===== src/rtl/ps2_host_pkg.sv =====
package ps2_host_pkg;
  localparam logic [1:0] ADDR_STAT = 2'd0;
  localparam logic [1:0] ADDR_CTRL = 2'd1;
  localparam logic [1:0] ADDR_TX   = 2'd2;
  localparam logic [1:0] ADDR_RX   = 2'd3;

  localparam int C_HOLD_INH = 0;
  localparam int C_TX_EN    = 1;
  localparam int C_TX_IE    = 2;
  localparam int C_RX_IE    = 3;
  localparam int C_RX_CLKEN = 4;
  localparam int C_PORT_RST = 5;

  localparam int FRAME_LAST = 10;

  typedef enum logic [1:0] {
    TX_IDLE  = 2'd0,
    TX_INHIB = 2'd1,
    TX_RTS   = 2'd2,
    TX_SHIFT = 2'd3
  } tx_state_e;
endpackage


===== src/rtl/ps2_line_sync.sv =====
module ps2_line_sync #(
  parameter int FILT_CYCLES = 4
) (
  input  logic clk,
  input  logic rst_n,
  input  logic raw_i,
  output logic level_o,
  output logic fall_o
);
  localparam int CW = $clog2(FILT_CYCLES + 1);

  logic          s1_q, s2_q, level_q, level_d, fall_q, fall_d;
  logic [CW-1:0] cnt_q, cnt_d;

  always_comb begin
    level_d = level_q;
    fall_d  = 1'b0;
    cnt_d   = '0;
    if (s2_q != level_q) begin
      if (cnt_q == CW'(FILT_CYCLES - 1)) begin
        level_d = s2_q;
        fall_d  = ~s2_q;
      end else begin
        cnt_d = cnt_q + 1'b1;
      end
    end
  end

  always_ff @(posedge clk or negedge rst_n) begin
    if (!rst_n) begin
      s1_q    <= 1'b1;
      s2_q    <= 1'b1;
      level_q <= 1'b1;
      fall_q  <= 1'b0;
      cnt_q   <= '0;
    end else begin
      s1_q    <= raw_i;
      s2_q    <= s1_q;
      level_q <= level_d;
      fall_q  <= fall_d;
      cnt_q   <= cnt_d;
    end
  end

  assign level_o = level_q;
  assign fall_o  = fall_q;
endmodule


===== src/rtl/ps2_rx_deframer.sv =====
module ps2_rx_deframer
  import ps2_host_pkg::*;
(
  input  logic       clk,
  input  logic       rst_n,
  input  logic       clr_i,
  input  logic       fall_i,
  input  logic       dat_i,
  output logic       busy_o,
  output logic       done_o,
  output logic [7:0] byte_o,
  output logic       par_err_o,
  output logic       frm_err_o
);
  logic [3:0] cnt_q, cnt_d;
  logic [8:0] sh_q, sh_d;

  always_comb begin
    cnt_d = cnt_q;
    sh_d  = sh_q;
    if (clr_i) begin
      cnt_d = '0;
    end else if (fall_i) begin
      if (cnt_q == 4'd0) begin
        if (!dat_i) cnt_d = 4'd1;
      end else if (cnt_q == 4'(FRAME_LAST)) begin
        cnt_d = '0;
      end else begin
        sh_d  = {dat_i, sh_q[8:1]};
        cnt_d = cnt_q + 4'd1;
      end
    end
  end

  always_ff @(posedge clk or negedge rst_n) begin
    if (!rst_n) begin
      cnt_q <= '0;
      sh_q  <= '0;
    end else begin
      cnt_q <= cnt_d;
      sh_q  <= sh_d;
    end
  end

  assign busy_o    = (cnt_q != 4'd0);
  assign done_o    = fall_i && !clr_i && (cnt_q == 4'(FRAME_LAST));
  assign byte_o    = sh_q[7:0];
  assign par_err_o = ~(^sh_q);
  assign frm_err_o = ~dat_i;

  AST_CLR_IDLE: assert property (@(posedge clk) disable iff (!rst_n)
    clr_i |=> !busy_o);
endmodule


===== src/rtl/ps2_tx_engine.sv =====
module ps2_tx_engine
  import ps2_host_pkg::*;
#(
  parameter int INHIBIT_CYCLES = 5000
) (
  input  logic       clk,
  input  logic       rst_n,
  input  logic       clr_i,
  input  logic       start_i,
  input  logic [7:0] byte_i,
  input  logic       fall_i,
  input  logic       dat_i,
  output logic       busy_o,
  output logic       done_o,
  output logic       ack_err_o,
  output logic       clk_oe_o,
  output logic       dat_oe_o
);
  localparam int IW = $clog2(INHIBIT_CYCLES + 1);

  tx_state_e      state_q, state_d;
  logic [IW-1:0]  inh_q, inh_d;
  logic [3:0]     bit_q, bit_d;
  logic [10:0]    frame_q, frame_d;

  always_comb begin
    state_d = state_q;
    inh_d   = inh_q;
    bit_d   = bit_q;
    frame_d = frame_q;
    unique case (state_q)
      TX_IDLE: if (start_i) begin
        state_d = TX_INHIB;
        inh_d   = '0;
        frame_d = {1'b1, ~(^byte_i), byte_i, 1'b0};
      end
      TX_INHIB: begin
        if (inh_q == IW'(INHIBIT_CYCLES - 1)) state_d = TX_RTS;
        else inh_d = inh_q + 1'b1;
      end
      TX_RTS: begin
        state_d = TX_SHIFT;
        bit_d   = '0;
      end
      TX_SHIFT: if (fall_i) begin
        if (bit_q == 4'(FRAME_LAST)) state_d = TX_IDLE;
        else bit_d = bit_q + 4'd1;
      end
      default: state_d = TX_IDLE;
    endcase
    if (clr_i) state_d = TX_IDLE;
  end

  always_ff @(posedge clk or negedge rst_n) begin
    if (!rst_n) begin
      state_q <= TX_IDLE;
      inh_q   <= '0;
      bit_q   <= '0;
      frame_q <= '0;
    end else begin
      state_q <= state_d;
      inh_q   <= inh_d;
      bit_q   <= bit_d;
      frame_q <= frame_d;
    end
  end

  assign busy_o    = (state_q != TX_IDLE);
  assign clk_oe_o  = (state_q == TX_INHIB) || (state_q == TX_RTS);
  assign dat_oe_o  = (state_q == TX_RTS) || ((state_q == TX_SHIFT) && !frame_q[bit_q]);
  assign done_o    = (state_q == TX_SHIFT) && fall_i && !clr_i && (bit_q == 4'(FRAME_LAST));
  assign ack_err_o = dat_i;
endmodule


===== src/rtl/ps2_host_port.sv =====
module ps2_host_port
  import ps2_host_pkg::*;
#(
  parameter int FILT_CYCLES    = 4,
  parameter int INHIBIT_CYCLES = 5000
) (
  input  logic       clk,
  input  logic       rst_n,
  input  logic [1:0] addr,
  input  logic       wr_en,
  input  logic       rd_en,
  input  logic [7:0] wdata,
  output logic [7:0] rdata,
  input  logic       ps2_clk_i,
  input  logic       ps2_dat_i,
  output logic       ps2_clk_oe,
  output logic       ps2_dat_oe,
  output logic       irq
);
  logic [5:0] ctrl_q, ctrl_d;
  logic [7:0] tx_buf_q, tx_buf_d, rx_data_q, rx_data_d;
  logic       tx_empty_q, tx_empty_d, rx_full_q, rx_full_d;
  logic       perr_q, perr_d, ferr_q, ferr_d, hold_q, hold_d;

  logic       clk_lvl, clk_fall, dat_lvl, dat_fall_unused;
  logic       rx_busy, rx_done, rx_perr, rx_ferr, rx_clr;
  logic [7:0] rx_byte;
  logic       tx_busy, tx_done, tx_ack_err, tx_start, tx_clk_oe;
  logic       port_rst, wr_tx_ok, rd_rx;

  ps2_line_sync #(.FILT_CYCLES(FILT_CYCLES)) u_clk_sync (
    .clk(clk), .rst_n(rst_n), .raw_i(ps2_clk_i), .level_o(clk_lvl), .fall_o(clk_fall));
  ps2_line_sync #(.FILT_CYCLES(FILT_CYCLES)) u_dat_sync (
    .clk(clk), .rst_n(rst_n), .raw_i(ps2_dat_i), .level_o(dat_lvl), .fall_o(dat_fall_unused));

  assign port_rst = ctrl_q[C_PORT_RST];
  assign rx_clr   = port_rst || !ctrl_q[C_RX_CLKEN] || tx_busy;
  assign tx_start = ctrl_q[C_TX_EN] && !tx_empty_q && !tx_busy && !port_rst;
  assign wr_tx_ok = wr_en && (addr == ADDR_TX) && tx_empty_q && !port_rst;
  assign rd_rx    = rd_en && (addr == ADDR_RX);

  ps2_rx_deframer u_rx (
    .clk(clk), .rst_n(rst_n), .clr_i(rx_clr), .fall_i(clk_fall), .dat_i(dat_lvl),
    .busy_o(rx_busy), .done_o(rx_done), .byte_o(rx_byte),
    .par_err_o(rx_perr), .frm_err_o(rx_ferr));

  ps2_tx_engine #(.INHIBIT_CYCLES(INHIBIT_CYCLES)) u_tx (
    .clk(clk), .rst_n(rst_n), .clr_i(port_rst), .start_i(tx_start), .byte_i(tx_buf_q),
    .fall_i(clk_fall), .dat_i(dat_lvl), .busy_o(tx_busy), .done_o(tx_done),
    .ack_err_o(tx_ack_err), .clk_oe_o(tx_clk_oe), .dat_oe_o(ps2_dat_oe));

  always_comb begin
    ctrl_d     = ctrl_q;
    tx_buf_d   = tx_buf_q;
    rx_data_d  = rx_data_q;
    tx_empty_d = tx_empty_q;
    rx_full_d  = rx_full_q;
    perr_d     = perr_q;
    ferr_d     = ferr_q;
    hold_d     = hold_q;
    if (wr_en && (addr == ADDR_CTRL)) ctrl_d = wdata[5:0];
    if (wr_tx_ok) begin
      tx_buf_d   = wdata;
      tx_empty_d = 1'b0;
    end
    if (tx_done) begin
      tx_empty_d = 1'b1;
      ferr_d     = tx_ack_err;
      hold_d     = ctrl_q[C_HOLD_INH];
    end
    if (rd_rx) rx_full_d = 1'b0;
    if (rx_done) begin
      rx_data_d = rx_byte;
      rx_full_d = 1'b1;
      perr_d    = rx_perr;
      ferr_d    = rx_ferr;
    end
    if (tx_start || !ctrl_q[C_HOLD_INH]) hold_d = 1'b0;
    if (port_rst) begin
      tx_empty_d = 1'b1;
      rx_full_d  = 1'b0;
      perr_d     = 1'b0;
      ferr_d     = 1'b0;
      hold_d     = 1'b0;
    end
  end

  always_ff @(posedge clk or negedge rst_n) begin
    if (!rst_n) begin
      ctrl_q     <= '0;
      tx_buf_q   <= '0;
      rx_data_q  <= '0;
      tx_empty_q <= 1'b1;
      rx_full_q  <= 1'b0;
      perr_q     <= 1'b0;
      ferr_q     <= 1'b0;
      hold_q     <= 1'b0;
    end else begin
      ctrl_q     <= ctrl_d;
      tx_buf_q   <= tx_buf_d;
      rx_data_q  <= rx_data_d;
      tx_empty_q <= tx_empty_d;
      rx_full_q  <= rx_full_d;
      perr_q     <= perr_d;
      ferr_q     <= ferr_d;
      hold_q     <= hold_d;
    end
  end

  assign ps2_clk_oe = tx_clk_oe || hold_q || (!ctrl_q[C_RX_CLKEN] && !tx_busy);
  assign irq = (rx_full_q && ctrl_q[C_RX_IE]) || (tx_empty_q && ctrl_q[C_TX_IE]);

  always_comb begin
    unique case (addr)
      ADDR_STAT: rdata = {ferr_q, perr_q, rx_busy, rx_full_q, tx_empty_q, tx_busy, ps2_clk_oe, clk_lvl};
      ADDR_CTRL: rdata = {2'b00, ctrl_q};
      ADDR_TX:   rdata = tx_buf_q;
      default:   rdata = rx_data_q;
    endcase
  end

  AST_RESET_BIT: assert property (@(posedge clk) disable iff (!rst_n)
    port_rst |=> tx_empty_q && !rx_full_q);
  AST_RXFULL_CLEAR: assert property (@(posedge clk) disable iff (!rst_n)
    rd_rx && !rx_done |=> !rx_full_q);
  AST_WRITE_DROP: assert property (@(posedge clk) disable iff (!rst_n)
    wr_en && (addr == ADDR_TX) && !tx_empty_q |=> $stable(tx_buf_q));
  AST_CLK_RELEASE: assert property (@(posedge clk) disable iff (!rst_n)
    $fell(ps2_clk_oe) && tx_busy |-> ps2_dat_oe);
endmodule


===== config.mk =====
export PLATFORM = sky130hd
export DESIGN_NAME = ps2_host_port
export DESIGN_NICKNAME = d
export VERILOG_FILES = /design/src/rtl/ps2_host_pkg.sv /design/src/rtl/ps2_line_sync.sv /design/src/rtl/ps2_rx_deframer.sv /design/src/rtl/ps2_tx_engine.sv /design/src/rtl/ps2_host_port.sv
export SDC_FILE = /design/constraint.sdc
export NUM_CORES = 1
export LEC_CHECK = 0
export ABC_AREA = 0
export BUFFER_PORTS_ARGS = -buffer_cell sky130_fd_sc_hd__clkbuf_2
export CORE_MARGIN = 2
export CORE_UTILIZATION = 45
export CTS_CLUSTER_DIAMETER = 40
export DETAILED_ROUTE_END_ITERATION = 10
export GPL_ROUTABILITY_DRIVEN = 0
export HOLD_SLACK_MARGIN = 0.03
export PLACE_DENSITY = 0.74
export SLEW_MARGIN = 10
export SYNTH_ARGS = -nofsm -noshare
export SYNTH_HDL_FRONTEND = slang
export SYNTH_SLANG_ARGS = --single-unit
export TNS_END_PERCENT = 50

===== constraint.sdc =====
create_clock -name clk -period 5.2 [get_ports clk]
set_clock_uncertainty 0.05 [all_clocks]
set_input_delay 0.26 -clock clk [delete_from_list [all_inputs] [get_ports clk]]
set_output_delay 0.26 -clock clk [all_outputs]
set_load 0.1 [all_outputs]

# Yosys cells after proc, flatten, opt, wreduce, memory -nomap -nowiden
# Cells that the tools add are included.
# op_classes
addsub	5
n_lt_le_gt_ge	1
n_eq_ne	22
mux	40
bitwise	7
reduce_logical	55
# ops
operator	count
2-to-1 mux 4 bit	7
2-to-1 mux 13 bit	2
one-hot mux 13 bit (2 select lines)	1
one-hot mux 8 bit (3 select lines)	1
logical AND 1 bit	17
2-to-1 mux 1 bit	17
adder 13 x 1 -> 13 bit (second input constant)	1
equality test 13 bit (second input constant)	1
2-to-1 mux 3 bit	4
nonzero test 3 bit	4
2-to-1 mux 2 bit	5
nonzero test 2 bit	5
inequality test 3 x 2 -> 1 bit (second input constant)	3
parity 9 bit	1
adder 4 x 1 -> 4 bit (second input constant)	2
equality test 2 bit (second input constant)	4
equality test 4 bit (second input constant)	2
logical OR 1 bit	8
inequality test 2 bit (second input constant)	4
one-hot mux 2 bit (4 select lines)	1
one-hot mux 4 bit (2 select lines)	1
AND reduction 2 bit	4
AND reduction 4 bit	2
parity 8 bit	1
other kinds (13)	32
# totals
register_bits	82
inputBits	16
output_inout_bits	11
wordCells	153

# Logic depth before layout (Yosys ltp)
# depth
word_depth	8
mapped_depth	8
depth_no_buf	6

# By module
# From an unflattened synthesis, not the netlist that was laid out.
# unflattened
cells_unflattened	361
hier_area_um2	4335.4
# modules_own_cells
module	n_inst	cells_each	area_per_inst_um2	seq_area_each_um2
ps2_tx_engine	1	178	1737.9	725.7
ps2_host_port	1	85	1280.0	676.9
ps2_rx_deframer	1	68	787.0	325.3
ps2_line_sync	2	15	265.3	178.9

# Worst setup path after synthesis
# No wires, ideal clock.
# synth_path
kind	register -> output
start	register u_tx.state_q[0]
end	output rdata[1]
arrival_ns	3.955
required_ns	4.890
path_slack_ns	0.935
stages_incl_launch_ff	6
n_path_buf	0
path_cell_list	dfrtp_1 > inv_1 > ha_1 > inv_1 > o21ai_0 > mux4_2
# synth_via
elab_chain_cells	5
elab_cells_between_ends	9
classes_between	2 x eq/ne; 1 x mux; 6 x reduce/logical
# synth_rtl
item	line	text
start, declared	ps2_tx_engine.sv:21	tx_state_e state_q, state_d;
start signal, assigned	ps2_tx_engine.sv:61	state_q <= state_d;
equality test 2 x 1 -> 1 bit (tied with other cells)	ps2_tx_engine.sv:69	assign clk_oe_o = (state_q == TX_INHIB) || (state_q == TX_RTS);
logical OR 1 bit / logical NOT 1 bit (equally long branches)	ps2_tx_engine.sv:69, ps2_host_port.sv:110	
logical OR 1 bit / logical AND 1 bit (equally long branches)	ps2_host_port.sv:110	assign ps2_clk_oe = tx_clk_oe || hold_q || (!ctrl_q[C_RX_CLKEN] && !tx_busy);
logical OR 1 bit (*)	ps2_host_port.sv:110	
net ps2_clk_oe	ps2_host_port.sv:16	output logic ps2_clk_oe,
one-hot mux 8 bit (3 select lines) (*)	ps2_host_port.sv:114	unique case (addr)
end, declared	ps2_host_port.sv:13	output logic [7:0] rdata,
# The timed path passes the listed nets; every way through them passes the cells marked *.

# Final worst setup path
# layout_path
start	register u_rx.cnt_q[0]
end	output rdata[5]
# layout_via
elab_chain_cells	2
# layout_rtl
item	line	text
start, declared	ps2_rx_deframer.sv:15	logic [3:0] cnt_q, cnt_d;
start signal, assigned	ps2_rx_deframer.sv:40	cnt_q <= cnt_d;
nonzero test 4 bit	ps2_rx_deframer.sv:45	assign busy_o = (cnt_q != 4'd0);
one-hot mux 8 bit (3 select lines)	ps2_host_port.sv:114	
# No other way between the ends.

==> impl_metrics.tcl <==
set metrics [dict create \
    r2r_start "u_tx.state_q[0]" \
    intPower_mw 1.27 \
    grt_max_degree 83 \
    avgSynthCellArea_um2 12.2 \
    netSwitchingPower_mw 0.762 \
    drt_iter0_drc 74 \
    via_per_inst 5.68 \
    hp-class "in -> async" \
    min_period_over_period 0.524 \
    pwr-share-comb 0.319 \
    worstPathArrival_ns 2.42 \
    maxCapViolations 0 \
    fin_area_mm2 0.00462 \
    ys_warn_count 0 \
    synth_area_mm2 0.00418 \
    cts_buffers 9 \
    peakVddDrop_mv 0.259 \
    required_ns 4.89 \
    synth_fp_nets 372 \
    cts_resized 0 \
    rr_worst_depth 6 \
    detailed_place_hpwl_um 5660 \
    grt_first_pass_wirelength_um 13700 \
    die_h_um 100 \
    drc 0 \
    clockPowerShare 0.250 \
    tritoncts "yes" \
    reg2reg_slack_ns 2.56 \
    fmax_ghz 0.367 \
    antennaDiodeCount 0 \
    grt_usage 0.174 \
    antenna_found_initial 0 \
    globalRoute.totalOverflow 0 \
    cts.sink_count 82 \
    boundaryPins 27 \
    cts_buffer_depth 2 \
    cts-root-buf "clkbuf_8" \
    synth_enable_flop_cells 0 \
    row_count 35 \
    drv_slew 0 \
    p_seq_frac 0.431 \
    start_kind "register" \
    first_pass_iters 5 \
    async_flop_share 1.00 \
    drt_wl_total_um 8070 \
    postSynthCellCount 343 \
    post_cts.repair.setup_buffers 0 \
    ys_types 62 \
    syn2layout_area_growth_pct 10.6 \
    hold_viol_final 2 \
    ant_nets 0 \
    hold_slack_ns -0.00166 \
    synth_seq_cells 82 \
    tightest_slew_ns 1.01 \
    die_x_um 100 \
    critPathSlowestCell "or3b_2" \
    maxSlewHeadroom 0.326 \
    clkTransAtPathRegs_ns 0.09 \
    synth_ff_type "dfrtp_1" \
    p_per_area_mw_per_mm2 440 \
    numPortBuffers 26 \
    status "finished, violations left" \
    r2r_end "u_tx.inh_q[3]" \
    grt_pass1_vias 2800 \
    h-tree-depth 3 \
    worstSetupPathType "reg -> out" \
    worstSetupEndpointType "output port" \
    layout-drive-gt1-share 0.301 \
    num_vias 2765 \
    ys_seq_area_frac 0.493 \
    finalCriticalPeriod_ns 2.73 \
    sw_frac_of_total 0.375 \
    place_area_mm2 0.00438 \
    path_max_fanout 5 \
    initial_utilization 0.459 \
    power_leakage_nw 2.00 \
    num-nets-final 400 \
    final-setup-viol-count 0 \
    die_area_mm2 0.0101 \
    hold_buffers 2 \
    failed_checks "negative hold slack" \
    clk_latency_ns 0.36 \
    setup_tns_ns 0 \
    total_power_mw 2.03 \
    post-route-util 0.507 \
    rsz0062_at_grt "false" \
    wl_per_cell_um 16.6 \
    path_cells "inv_1 > ha_1 > or3b_2 > mux4_2 > clkbuf_2" \
    coreArea_mm2 0.00911 \
    critPathMaxStageDelay_ns 0.50 \
]
[critical path: cells and delay by family (launching register included)]
| kind | cells | cell delay [ns] |
|---|---|---|
| adders and majority gates | 1 | 0.17 |
| buffers and inverters | 2 | 0.50 |
| DFF | 1 | 0.41 |
| muxes | 1 | 0.48 |
| and+or+nand+nor | 1 | 0.50 |
[layout by cell type (no fill, tap or decap), drive strengths merged, types with 12 or more instances in the layout]
cell type,instances
a21oi,13
clkbuf,35
dfrtp,75
ha,13
inv,16
mux2,44
nand2,18
nand3,12
nor2,18
xnor2,21
[cell families after synthesis]
kind of cell / after synthesis / share of synthesized area
multiplexers: 55 / 0.166
AND/OR/NAND/NOR: 89 / 0.123
adder cells (fa/ha/maj): 13 / 0.0389
AO/OA/AOI/OAI: 52 / 0.0916
buffers and inverters: 26 / 0.0290
flip-flops: 82 / 0.493
XOR/XNOR: 26 / 0.0578
[cell type report]
class | instances | area, um2
Sequential cell | 82 | 2060
Clock inverter | 6 | 88.8
Fill cell | 809 | 4490
Timing Repair Buffer | 28 | 153
Multi-Input combinational cell | 235 | 2000
Tap cell | 111 | 139
Inverter | 15 | 56.3
Clock buffer | 10 | 128
[cell usage after synthesis, types with 4 or more instances]
cell type,instances,area (um2)
a211oi_1,6,45.0
a21oi_1,13,65.1
a22o_1,4,35.0
buf_2,4,20.0
dfrtp_1,75,1880
dfstp_2,7,184
ha_1,13,163
inv_1,15,56.3
mux2_2,44,495
mux2i_1,4,40.0
mux4_2,7,158
nand2_1,17,63.8
nand3_1,12,60.1
nand3b_1,7,52.6
nand4_1,4,25.0
nor2_1,17,63.8
nor2b_1,5,31.3
o21ai_0,9,45.0
xnor2_1,21,184
xor2_1,4,35.0
[power groups by stage]
stage          Sequential [mW]  Combinational (mW)  Clock, mW
2_1_floorplan            0.835               0.558          0
3_3_place_gp             0.877               0.628          0
6_report                 0.875               0.648      0.508
4_1_cts                  0.873               0.653      0.519
3_5_place_dp             0.885               0.650          0
5_1_grt                  0.890               0.703      0.550
[worst max path at each step]
stage / start / endpoint / slack, ns / depth (start not counted)
6_report: u_rx.cnt_q[0] / rdata[5] / 2.47 / 5
5_1_grt: u_tx.state_q[0] / u_tx.inh_q[12] / 2.36 / 6
4_1_cts: u_rx.cnt_q[0] / rdata[5] / 2.45 / 5
3_5_place_dp: u_tx.state_q[0] / u_tx.inh_q[3] / 2.56 / 6
3_3_place_gp: u_tx.state_q[0] / u_tx.inh_q[3] / 2.73 / 6
2_1_floorplan: u_tx.state_q[0] / rdata[1] / 0.94 / 5
[sequential cells by signal, summed over array words and instances, names as in the netlist, 2 cells and up]
| name | flops |
|---|---|
| u_clk_sync.cnt_q | 3 |
| u_dat_sync.cnt_q | 3 |
| rx_data_q | 8 |
| ctrl_q | 6 |
| u_tx.bit_q | 4 |
| u_tx.state_q | 2 |
| tx_buf_q | 8 |
| u_rx.sh_q | 9 |
| u_tx.frame_q | 10 |
| u_rx.cnt_q | 4 |
| u_tx.inh_q | 13 |
[through the flow]
stage	setup WS, ns	cells
2_1_floorplan	0.935	343
3_3_place_gp	2.73	469
3_5_place_dp	2.56	469
4_1_cts	2.45	487
5_1_grt	2.36	487
6_report	2.47	487
[per-layer routing]
metal | global-route usage | share of wire | vias to the layer above | wire (um)
met4 | 0.0664 | 0.023 | 0 | 183
met2 | 0.278 | 0.50 | 36 | 4020
met1 | 0.228 | 0.45 | 1411 | 3630
li1 | - | - | 1302 | -
met5 | 0 | 0 | - | 0
met3 | 0.0460 | 0.029 | 16 | 238
Note: power is estimated with default switching activity, not from simulation.
